**config.mk**
```make
export PLATFORM = sky130hd
export DESIGN_NAME = potreg_engine
export DESIGN_NICKNAME = d
export VERILOG_FILES = /design/src/rtl/potreg_pkg.sv /design/src/rtl/potreg_decode.sv /design/src/rtl/potreg_channel.sv /design/src/rtl/potreg_engine.sv
export SDC_FILE = /design/constraint.sdc
export NUM_CORES = 1
export LEC_CHECK = 0
export ABC_AREA = 1
export BUFFER_PORTS_ARGS = -buffer_cell sky130_fd_sc_hd__buf_2
export CORE_UTILIZATION = 50
export DETAILED_ROUTE_END_ITERATION = 6
export GPL_ROUTABILITY_DRIVEN = 0
export PLACE_DENSITY_LB_ADDON = 0.2
export SYNTH_ARGS = -nofsm -noshare
export SYNTH_HDL_FRONTEND = slang
export SYNTH_SLANG_ARGS = --single-unit
export TNS_END_PERCENT = 20
```
**constraint.sdc**
```tcl
create_clock -name clk -period 3.4 [get_ports clk]
set_clock_uncertainty 0.05 [all_clocks]
set_input_delay 0.17 -clock clk [delete_from_list [all_inputs] [get_ports clk]]
set_output_delay 0.17 -clock clk [all_outputs]
set_load 0.1 [all_outputs]
```
**src/rtl/potreg_pkg.sv**
```systemverilog
package potreg_pkg;
    localparam int TAP_W  = 6;
    localparam int SLOT_N = 4;
    localparam int CH_N   = 2;
    localparam int BYTE_W = 8;
    localparam int SLOT_W = $clog2(SLOT_N);
    localparam int POT_W  = $clog2(CH_N);
    localparam int OP_W   = 4;

    typedef logic [TAP_W-1:0] tap_t;
    localparam tap_t TAP_MAX = '1;
    localparam tap_t TAP_MIN = '0;

    localparam logic [OP_W-1:0] OP_GLOAD = 4'b0001;
    localparam logic [OP_W-1:0] OP_ARM   = 4'b0010;
    localparam logic [OP_W-1:0] OP_GSAVE = 4'b1000;
    localparam logic [OP_W-1:0] OP_RDW   = 4'b1001;
    localparam logic [OP_W-1:0] OP_WRW   = 4'b1010;
    localparam logic [OP_W-1:0] OP_RDS   = 4'b1011;
    localparam logic [OP_W-1:0] OP_WRS   = 4'b1100;
    localparam logic [OP_W-1:0] OP_S2W   = 4'b1101;
    localparam logic [OP_W-1:0] OP_W2S   = 4'b1110;

    typedef enum logic [2:0] {
        ACT_IDLE, ACT_W_LOAD, ACT_S_LOAD, ACT_W_RECALL,
        ACT_S_SAVE, ACT_STEP_UP, ACT_STEP_DN
    } act_e;

    typedef struct packed {
        act_e              kind;
        logic [SLOT_W-1:0] slot;
        tap_t              val;
    } chan_cmd_t;

    typedef struct packed {
        logic              req;
        logic              from_slot;
        logic [POT_W-1:0]  pot;
        logic [SLOT_W-1:0] slot;
    } rd_req_t;

    function automatic tap_t step_sat(tap_t v, logic up);
        if (up)  return (v == TAP_MAX) ? v : v + tap_t'(1);
        else     return (v == TAP_MIN) ? v : v - tap_t'(1);
    endfunction

    function automatic logic op_known(logic [OP_W-1:0] op);
        return op inside {OP_GLOAD, OP_ARM, OP_GSAVE, OP_RDW, OP_WRW,
                          OP_RDS, OP_WRS, OP_S2W, OP_W2S};
    endfunction
endpackage

```
**src/rtl/potreg_decode.sv**
```systemverilog
module potreg_decode
    import potreg_pkg::*;
(
    input  logic                  cmd_valid,
    input  logic [OP_W-1:0]       cmd_op,
    input  logic [SLOT_W-1:0]     cmd_sel,
    input  logic [POT_W-1:0]      cmd_pot,
    input  logic [BYTE_W-1:0]     cmd_data,
    input  logic                  step_valid,
    input  logic                  step_up,
    input  logic                  armed,
    input  logic [POT_W-1:0]      arm_pot,
    output chan_cmd_t             acts [CH_N],
    output rd_req_t               rd,
    output logic                  arm_set
);
    always_comb begin
        for (int c = 0; c < CH_N; c++) begin
            acts[c].kind = ACT_IDLE;
            acts[c].slot = cmd_sel;
            acts[c].val  = cmd_data[TAP_W-1:0];
        end
        rd      = '0;
        arm_set = 1'b0;
        if (cmd_valid) begin
            case (cmd_op)
                OP_GLOAD: for (int c = 0; c < CH_N; c++) acts[c].kind = ACT_W_RECALL;
                OP_GSAVE: for (int c = 0; c < CH_N; c++) acts[c].kind = ACT_S_SAVE;
                OP_ARM:   arm_set = 1'b1;
                OP_RDW: begin
                    rd.req = 1'b1; rd.from_slot = 1'b0; rd.pot = cmd_pot; rd.slot = cmd_sel;
                end
                OP_RDS: begin
                    rd.req = 1'b1; rd.from_slot = 1'b1; rd.pot = cmd_pot; rd.slot = cmd_sel;
                end
                OP_WRW:   acts[cmd_pot].kind = ACT_W_LOAD;
                OP_WRS:   acts[cmd_pot].kind = ACT_S_LOAD;
                OP_S2W:   acts[cmd_pot].kind = ACT_W_RECALL;
                OP_W2S:   acts[cmd_pot].kind = ACT_S_SAVE;
                default:  ;
            endcase
        end else if (step_valid && armed) begin
            acts[arm_pot].kind = step_up ? ACT_STEP_UP : ACT_STEP_DN;
        end
    end
endmodule

```
**src/rtl/potreg_channel.sv**
```systemverilog
module potreg_channel
    import potreg_pkg::*;
(
    input  logic      clk,
    input  logic      por,
    input  logic      rst,
    input  chan_cmd_t cmd,
    output tap_t      wiper,
    output tap_t      slots [SLOT_N]
);
    tap_t wiper_q;
    tap_t slot_q [SLOT_N];

    always_ff @(posedge clk) begin
        if (por) begin
            wiper_q <= '0;
            for (int i = 0; i < SLOT_N; i++) slot_q[i] <= '0;
        end else if (rst) begin
            wiper_q <= slot_q[0];
        end else begin
            case (cmd.kind)
                ACT_W_LOAD:   wiper_q          <= cmd.val;
                ACT_S_LOAD:   slot_q[cmd.slot] <= cmd.val;
                ACT_W_RECALL: wiper_q          <= slot_q[cmd.slot];
                ACT_S_SAVE:   slot_q[cmd.slot] <= wiper_q;
                ACT_STEP_UP:  wiper_q          <= step_sat(wiper_q, 1'b1);
                ACT_STEP_DN:  wiper_q          <= step_sat(wiper_q, 1'b0);
                default:      ;
            endcase
        end
    end

    assign wiper = wiper_q;
    assign slots = slot_q;


    sat_hi_chk: assert property (@(posedge clk) disable iff (por || rst)
        (cmd.kind == ACT_STEP_UP && wiper_q == TAP_MAX) |=> wiper_q == TAP_MAX);

    sat_lo_chk: assert property (@(posedge clk) disable iff (por || rst)
        (cmd.kind == ACT_STEP_DN && wiper_q == TAP_MIN) |=> wiper_q == TAP_MIN);

    step_one_chk: assert property (@(posedge clk) disable iff (por || rst)
        (cmd.kind == ACT_STEP_UP && wiper_q != TAP_MAX) |=> wiper_q == $past(wiper_q) + tap_t'(1));

    recall_chk: assert property (@(posedge clk) disable iff (por)
        rst |=> wiper_q == $past(slot_q[0]));

    for (genvar i = 0; i < SLOT_N; i++) begin : g_keep

        retain_chk: assert property (@(posedge clk) disable iff (por)
            rst |=> $stable(slot_q[i]));
    end
endmodule

```
**src/rtl/potreg_engine.sv**
```systemverilog
module potreg_engine
    import potreg_pkg::*;
(
    input  logic                    clk,
    input  logic                    rst,
    input  logic                    por,
    input  logic                    cmd_valid,
    input  logic [OP_W-1:0]         cmd_op,
    input  logic [SLOT_W-1:0]       cmd_sel,
    input  logic [POT_W-1:0]        cmd_pot,
    input  logic [BYTE_W-1:0]       cmd_data,
    input  logic                    step_valid,
    input  logic                    step_up,
    output logic                    rd_valid,
    output logic [BYTE_W-1:0]       rd_data,
    output logic [CH_N*TAP_W-1:0]   taps
);
    chan_cmd_t        acts [CH_N];
    rd_req_t          rd;
    logic             arm_set;
    logic             armed_q;
    logic [POT_W-1:0] arm_pot_q;
    tap_t             wiper_w [CH_N];
    tap_t             slot_w  [CH_N][SLOT_N];
    tap_t             rd_val;

    potreg_decode u_dec (
        .cmd_valid (cmd_valid), .cmd_op (cmd_op), .cmd_sel (cmd_sel),
        .cmd_pot (cmd_pot), .cmd_data (cmd_data), .step_valid (step_valid),
        .step_up (step_up), .armed (armed_q), .arm_pot (arm_pot_q),
        .acts (acts), .rd (rd), .arm_set (arm_set)
    );

    for (genvar c = 0; c < CH_N; c++) begin : g_ch
        potreg_channel u_ch (
            .clk (clk), .por (por), .rst (rst), .cmd (acts[c]),
            .wiper (wiper_w[c]), .slots (slot_w[c])
        );
        assign taps[c*TAP_W +: TAP_W] = wiper_w[c];
    end

    always_ff @(posedge clk) begin
        if (por || rst) begin
            armed_q   <= 1'b0;
            arm_pot_q <= '0;
        end else if (arm_set) begin
            armed_q   <= 1'b1;
            arm_pot_q <= cmd_pot;
        end else if (cmd_valid) begin
            armed_q   <= 1'b0;
        end
    end

    assign rd_val = rd.from_slot ? slot_w[rd.pot][rd.slot] : wiper_w[rd.pot];

    always_ff @(posedge clk) begin
        if (por || rst) begin
            rd_valid <= 1'b0;
            rd_data  <= '0;
        end else begin
            rd_valid <= rd.req;
            rd_data  <= {{(BYTE_W-TAP_W){1'b0}}, rd_val};
        end
    end


    unknown_op_chk: assert property (@(posedge clk) disable iff (por || rst)
        (cmd_valid && !op_known(cmd_op)) |=> ($stable(taps) && !rd_valid));

    disarmed_step_chk: assert property (@(posedge clk) disable iff (por || rst)
        (step_valid && !cmd_valid && !armed_q) |=> $stable(taps));

    read_strobe_chk: assert property (@(posedge clk) disable iff (por || rst)
        (cmd_valid && (cmd_op == OP_RDW || cmd_op == OP_RDS)) |=> rd_valid);

    cold_clear_chk: assert property (@(posedge clk)
        por |=> (taps == '0 && !rd_valid));
endmodule

```
* Word-level counts from Yosys, hierarchy flattened
Cells that the tools add are included.
** Storage, ports and cells
- Bits in latches :: 0
- Memory bits (read-only) :: 0
- Bits in registers :: 71
- Memories :: 0
- RAM bits :: 0
** Cells by class
- Reductions and logical operators :: 18
- $mul :: 0
- Add/sub/neg operators :: 4
- Multiplexer cells :: 56
- Divide/modulo/power cells :: 0
- Eq/ne operators :: 27
- Bitwise gates (word level) :: 8
- Shift operators :: 0
- Order comparisons :: 10
** Operator list (number)
- 22-bit bitwise mux :: 5
- 6-bit two-way mux :: 18
- 24-bit bitwise mux :: 4
- 24-bit one-hot mux with 2 select lines :: 2
- 24-bit two-way mux :: 3
- 8-bit one-hot mux with 4 select lines :: 2
- 6-bit one-hot mux with 4 select lines :: 2
- 22-bit two-way mux :: 2
- 6-bit binary-select mux with 2-bit select :: 3
- 3-bit one-hot mux with 6 select lines :: 2
- 4-bit equality test (second input constant) :: 7
- 6-bit demux with 2-bit select :: 2
- 11-bit demux with 1-bit select :: 2
- 11-bit two-way mux :: 2
- 3-bit equality test (second input constant) :: 6
- 6-bit by 1-bit adder with 6-bit output (second input constant) :: 2
- 3-bit by 2-bit equality test with 1-bit output (second input constant) :: 4
- 6-bit equality test (second input constant) :: 2
- 6-bit logical NOT :: 2
- 3-bit inequality test (second input constant) :: 4
- 6-bit by 1-bit subtractor with 6-bit output (second input constant) :: 2
- 5-bit one-hot mux with 2 select lines :: 1
- 5-bit nonzero test :: 2
- 3-bit greater-or-equal comparator (second input constant) :: 3
- other kinds (18) :: 39

* Depth between registers and ports, before layout
- Word-level depth :: 15
- Gate-level depth with buffers :: 16

* Modules after synthesis
Synthesis repeated with hierarchy kept, for this count alone.
** Second synthesis, totals
- Cells, all modules :: 812
- Area total of the unflattened synthesis :: 4903.5 um2
** Modules (own cells, without submodules)
- potreg_channel :: area each 1788.0 um2, sequential area each 600.6 um2, instances 2, cells an instance 267
- potreg_engine :: area each 988.4 um2, sequential area each 180.2 um2, instances 1, cells an instance 203
- potreg_decode :: area each 339.1 um2, sequential area each 0.0 um2, instances 1, cells an instance 75

* Least setup slack after synthesis
Ideal clock, no wire load.
- Path type :: reg-to-reg
- Start :: register g_ch[1].u_ch.wiper_q[1]
- End :: register g_ch[1].u_ch.wiper_q[4]
- Data required time :: 3.218 ns
- Period minus slack after synthesis :: 2.425 ns
- Slack :: 0.975 ns
- Arrival time :: 2.242 ns
- Buffers on the path :: 1
- Cell stages (with the launch flop) :: 14
- Cell sequence :: dfxtp_1 -> clkbuf_1 -> nand4_1 -> nand2_1 -> inv_1 -> ha_1 -> inv_1 -> nand2_1 -> nand3_1 -> nand3b_1 -> nand3_1 -> nand2_1 -> nand2_1 -> a21oi_1
** On the way
- Word-level cells in the longest chain between the ends :: 4
- Elaborated cells between the ends (all ways) :: 11
- Those cells by class :: add/sub (2); eq/ne (3); mux (4); reduce/logical (2)
** Ends and longest elaborated chain
- start: declaration :: line potreg_channel.sv:11 : tap_t wiper_q;
- start signal: assignment :: line potreg_channel.sv:19 : wiper_q <= slot_q[0];
- start signal: assignment :: line potreg_channel.sv:22 : ACT_W_LOAD: wiper_q <= cmd.val;
- start signal: assignment :: line potreg_channel.sv:24 : ACT_W_RECALL: wiper_q <= slot_q[cmd.slot];
- 6-bit by 1-bit subtractor with 6-bit output or 6-bit by 1-bit adder with 6-bit output (tied branches)
- 6-bit two-way mux, on equally long branches :: line potreg_pkg.sv:44, potreg_pkg.sv:43
- 6-bit one-hot mux with 4 select lines :: line potreg_channel.sv:21 : case (cmd.kind)
- 6-bit two-way mux :: line potreg_channel.sv:18 : end else if (rst) begin
Several ways; a longest one is shown, not always the timed one. The select of a mux whose other input is x is not followed.
A chain may end at the register's enable or synchronous reset.

* Worst setup path after layout
- Start :: input port cmd_op[3]
- End :: register rd_data[1]
** On the way
- Word-level cells in the longest chain between the ends :: 11
- Elaborated cells between the ends (all ways) :: 16
- Those cells by class :: eq/ne (2); mux (12); bitwise (2)
** Ends and longest elaborated chain
- start: declaration :: line potreg_engine.sv:8 : input logic [OP_W-1:0] cmd_op,
- 4-bit equality test :: line potreg_decode.sv:26 : case (cmd_op)
- 5-bit one-hot mux with 2 select lines * :: line potreg_decode.sv:26
- 4-bit two-way mux * :: line potreg_decode.sv:25 : if (cmd_valid) begin
- 1-bit NOT with 2-bit output (not written as such) :: line potreg_engine.sv:54 : assign rd_val = rd.from_slot ? slot_w[rd.pot][rd.slot] : wiper_w[rd.pot];
- 24-bit two-way mux (not written as such) (3 in series) :: line potreg_engine.sv:54
- 6-bit binary-select mux with 2-bit select :: line potreg_engine.sv:54
- 6-bit two-way mux (not written as such) (2 in series) :: line potreg_engine.sv:54
- 6-bit two-way mux * :: line potreg_engine.sv:54
- end signal: assignment :: line potreg_engine.sv:62 : rd_data <= {{(BYTE_W-TAP_W){1'b0}}, rd_val};
- end: declaration :: line potreg_engine.sv:15 : output logic [BYTE_W-1:0] rd_data,
Mark *: on every way between the ends. The rest lies on a longest branch, timed or not. The select of a mux whose other input is x is not followed.

==> run summary <==
Cell internal power was estimated by the tool at 1.50 mW. The most used flip-flop cell after synthesis is sky130_fd_sc_hd__dfxtp_1. The gate count of the mapped netlist came out at 936.

The critical path startpoint category is a primary input. The die area is 0.0117 mm^2. The wire-length estimate of the detail-placed layout is between 10,000 and 15,000 um. The total number of yosys warnings is 0.

The placed instances occupy a cell area of between 0.005 and 0.006 mm^2. The final count of pins violating max slew was 0. The critical path is of the primary input to flop type.

Once detail routing completed, the nets flagged for antenna violations numbered 0. The number of failing hold endpoints at the final stage is 0. The worst hold path class is primary input to flop. By instance count, the leading cell after synthesis is sky130_fd_sc_hd__nand2_1. The master cell of the clock root buffer is sky130_fd_sc_hd__clkbuf_16.

At the pin with the least slew margin, the transition time is 0.663 ns. The path with the worst hold slack has its endpoint at g_ch[0].u_ch.wiper[2]. The largest net degree at the start of global routing came out at 56. The level count of the clock H-tree came out at 3. For flop-to-flop paths, the worst setup slack is 1.25 ns. The share of the yosys chip area belonging to registers came out at between 20% and 30%.

In this run the deepest clock path goes through 2 buffers. The first routing iteration left about 660 violations. The worst setup path is captured at a flop.

The run finished with clean final reports. The via count of the first global-routing pass came to a little over 5,000. The final instance area came out at between 0.006 and 0.007 mm^2.

During placement, the flow inserted port buffers numbering 37. The worst ir drop on vdd came out at ~0.00025 V. The worst register-to-register path begins at arm_pot_q. The net switching power figure came out at roughly 0.69 mW. Pin placement for this block handled 42 I/O pins.

The synthesized netlist occupies a cell area of about 0.0056 mm^2. Subtracting the final worst setup slack from the clock period gives 2.18 ns. After detailed routing, the average wire length per cell comes to 16.4 um. The clock-pin slew reported for the worst setup and hold paths after clock tree synthesis came out at ~0.06 ns. The number of storage elements in the synthesis netlist came out at 69. Summing over every cut layer, the via total after detailed routing is between 6,000 and 7,000. The number of buffers added by the clock tree synthesis step came out at 9. The number of cells on the worst reg-to-reg path is 15. In this run the critical register-to-register path is captured at g_ch[1].u_ch.wiper[4].

Once the clock tree was built, the resizer swapped 0 gates to a different size. The overall overflow remaining after global route came out at 0. Per report_power, the sequential group accounts for 39.3% of the total. The number of enable-type register cells in the synthesized netlist is 0. The synthesized netlist devotes 40.5% of its cell area to simple gates.

Setup repair after global routing left no endpoint under its margin. The global-route wire length before repair is about 28,000 um. The number of antenna violations at the first check in global routing is 0. The number of cell rows is 38.

The total leakage power is 2.88 nW. The die outline height is about 110 um. The number of library cell types mapped by synthesis is 42. The number of nets in the final layout is between 900 and 1,000. The mux cell area share after synthesis came out at about 1.1%. Of all cell types, the one taking the most synthesized area is sky130_fd_sc_hd__dfxtp_1. The post-CTS setup buffer count came out at 0. After synthesis, the cell types taking the most area are sky130_fd_sc_hd__dfxtp_1 24%, sky130_fd_sc_hd__nand2_1 16%, sky130_fd_sc_hd__nor2_1 9.9%.

The number of stages on the worst hold path is 2. The share of layout cells above drive strength 1 came out at a little over a tenth. The data required time of the critical path came out at around 3.6 ns. The area share of the leading cell type in the synthesized netlist came out at between 20 and 25%. The biggest fanout along the worst timing path came out at between 50 and 60. The final worst setup slack came out at roughly 1.2 ns.

Compared with the post-synthesis result, the final layout area differs by 6.81%. Clock latency on the worst-skew pair, taken at its later pin, is 0.35 ns. The synthesized-area fraction occupied by adder cells is less than 1%.

The post-detailed-routing wire length is approximately 18,000 um. The first detailed-routing pass ran for 5 iterations. After Yosys synthesis, XOR and XNOR cells account for less than 1% of the synthesized area.

For this design the ratio of total power to cell area is between 300 and 400 mW/mm^2. Before CTS, the worst setup slack after placement is ~0.94 ns. The worst endpoint data arrival time is roughly 2.4 ns. The area of the core came out at between 0.01 and 0.015 mm^2. The startpoint identified for the worst hold timing path is por. The switching share of total power came out at about a third.

The share of the cycle needed by the critical path after routing is 64.1%. The total global routing track utilization is ~31%. TritonCTS built the clock tree.

By area, the combinational part of the netlist is dominated by simple AND/OR/NAND/NOR gates. The initial cell density of the core came out at about 52%. The fmax came out at 0.459 GHz. The quantity of hold-fixing buffers added after cts came out at 0.

The post-synthesis average cell area is 6.03 um^2. Of all flip-flops after synthesis, the portion carrying an async set or reset was 0%. The number of antenna diodes came out at 0. The reported max-cap violation count is 0. The accumulated negative setup slack came out at 0 ns. The clock drives a little under 70 sinks.

The combinational share of power came out at between 10% and 20%. After synthesis, the most frequently instantiated cells are 235 x sky130_fd_sc_hd__nand2_1, 149 x sky130_fd_sc_hd__nor2_1, 91 x sky130_fd_sc_hd__inv_1. The fraction of the mapped netlist area in compound gates came out at between 10% and 20%. The remaining max-slew budget at the tightest pin came out at between 50 and 60%.

The via density per instance came out at 5.68. The floorplan step set the die width to roughly 110 um. The final routed DRC violation total is 0. The launch point of the worst path is cmd_op[3].

Setup violations remaining at the end of the flow were counted as 0. The proportion of power drawn by the clock network came out at a little over two fifths.
cell families after synthesis:
| kind of cell | Yosys count |
|---|---|
| xor+xnor | 4 |
| buf+inv | 170 |
| fa+ha+maj | 2 |
| mux | 6 |
| flops | 69 |
| other cells | 1 |
| simple gates | 510 |
| compound gates | 174 |
per-stage QoR:
stage / hold WS, ns / cells / total power, mW / util, %
global placement: 0.419 / 1064 / 1.24 / 52.4
floorplan: 0.322 / 937 / 1.15 / -
finish: 0.125 / 1080 / 2.19 / 55.1
CTS: 0.107 / 1080 / 2.19 / 55.1
global route: 0.126 / 1080 / 2.27 / 55.1
detailed placement: 0.425 / 1064 / 1.24 / 52.4
layout by cell type (no fill, tap or decap), drive strengths merged:
master	synthesis	layout
a21oi	28	28
xor2	4	4
inv	102	102
o22ai	19	19
nand3	88	88
o21bai	1	1
a22oi	2	2
buf	36	48
a21boi	1	1
bufinv	0	1
conb	1	2
nand3b	4	4
o31ai	44	44
nor2	158	158
nor3	5	5
mux2i	6	6
ha	2	2
o211ai	18	18
o21ai	54	54
o2111ai	3	3
dfxtp	69	69
nand4	17	17
o221ai	1	1
a31oi	2	2
clkbuf	25	11
clkinv	7	11
nand2	238	238
o41ai	1	1
critical path, cell delays in order:
cell and delay, ns:
sky130_fd_sc_hd__buf_2 0.13, sky130_fd_sc_hd__inv_2 0.05, sky130_fd_sc_hd__nor2_2 0.13, sky130_fd_sc_hd__nand3_1 0.44, sky130_fd_sc_hd__nor2_8 0.66, sky130_fd_sc_hd__nand2_1 0.10, sky130_fd_sc_hd__o21ai_0 0.15, sky130_fd_sc_hd__o21ai_0 0.12
sky130_fd_sc_hd__mux2i_1 0.27, sky130_fd_sc_hd__a21oi_1 0.11
layer usage:
layer	track usage (%)	part of all wire, %
met2	48.0	44
met3	5.55	7.7
met1	42.1	44
met4	13.5	3.6
met5	0	0
layout make-up:
class                           instances  area [um^2]
Sequential cell                        69         1380
Clock buffer                           11          243
Multi-Input combinational cell        698         3490
Tap cell                              140          175
Timing Repair Buffer                   48          268
Clock inverter                          5         50.0
Fill cell                            1158         4910
Inverter                              109          417
registers in the layout, summed over array words and instances, names as in the netlist:
signal / count
armed_q: 1
g_ch.u_ch.slots: 48
rd_data: 6
arm_pot_q: 1
rd_valid: 1
g_ch.u_ch.wiper: 12
worst max path at each step:
stage / depth (start not counted) / slack [ns] / end
finish: 10 / 1.22 / rd_data[1]
global route: 15 / 1.03 / g_ch[1].u_ch.wiper[4]
CTS: 15 / 1.25 / g_ch[1].u_ch.wiper[4]
detailed placement: 10 / 0.94 / rd_data[1]
global placement: 9 / 0.99 / rd_data[0]
floorplan: 13 / 0.98 / g_ch[1].u_ch.wiper[4]
power by group through the flow:
stage | sequential (mW) | clock (mW) | combinational, mW
final | 0.860 | 0.957 | 0.374
after global routing | 0.862 | 1.01 | 0.402
after CTS | 0.859 | 0.964 | 0.368
after global placement | 0.876 | 0 | 0.365
after detailed placement | 0.876 | 0 | 0.366
after floorplan | 0.922 | 0 | 0.231
Power figures use the tool's default switching activity.
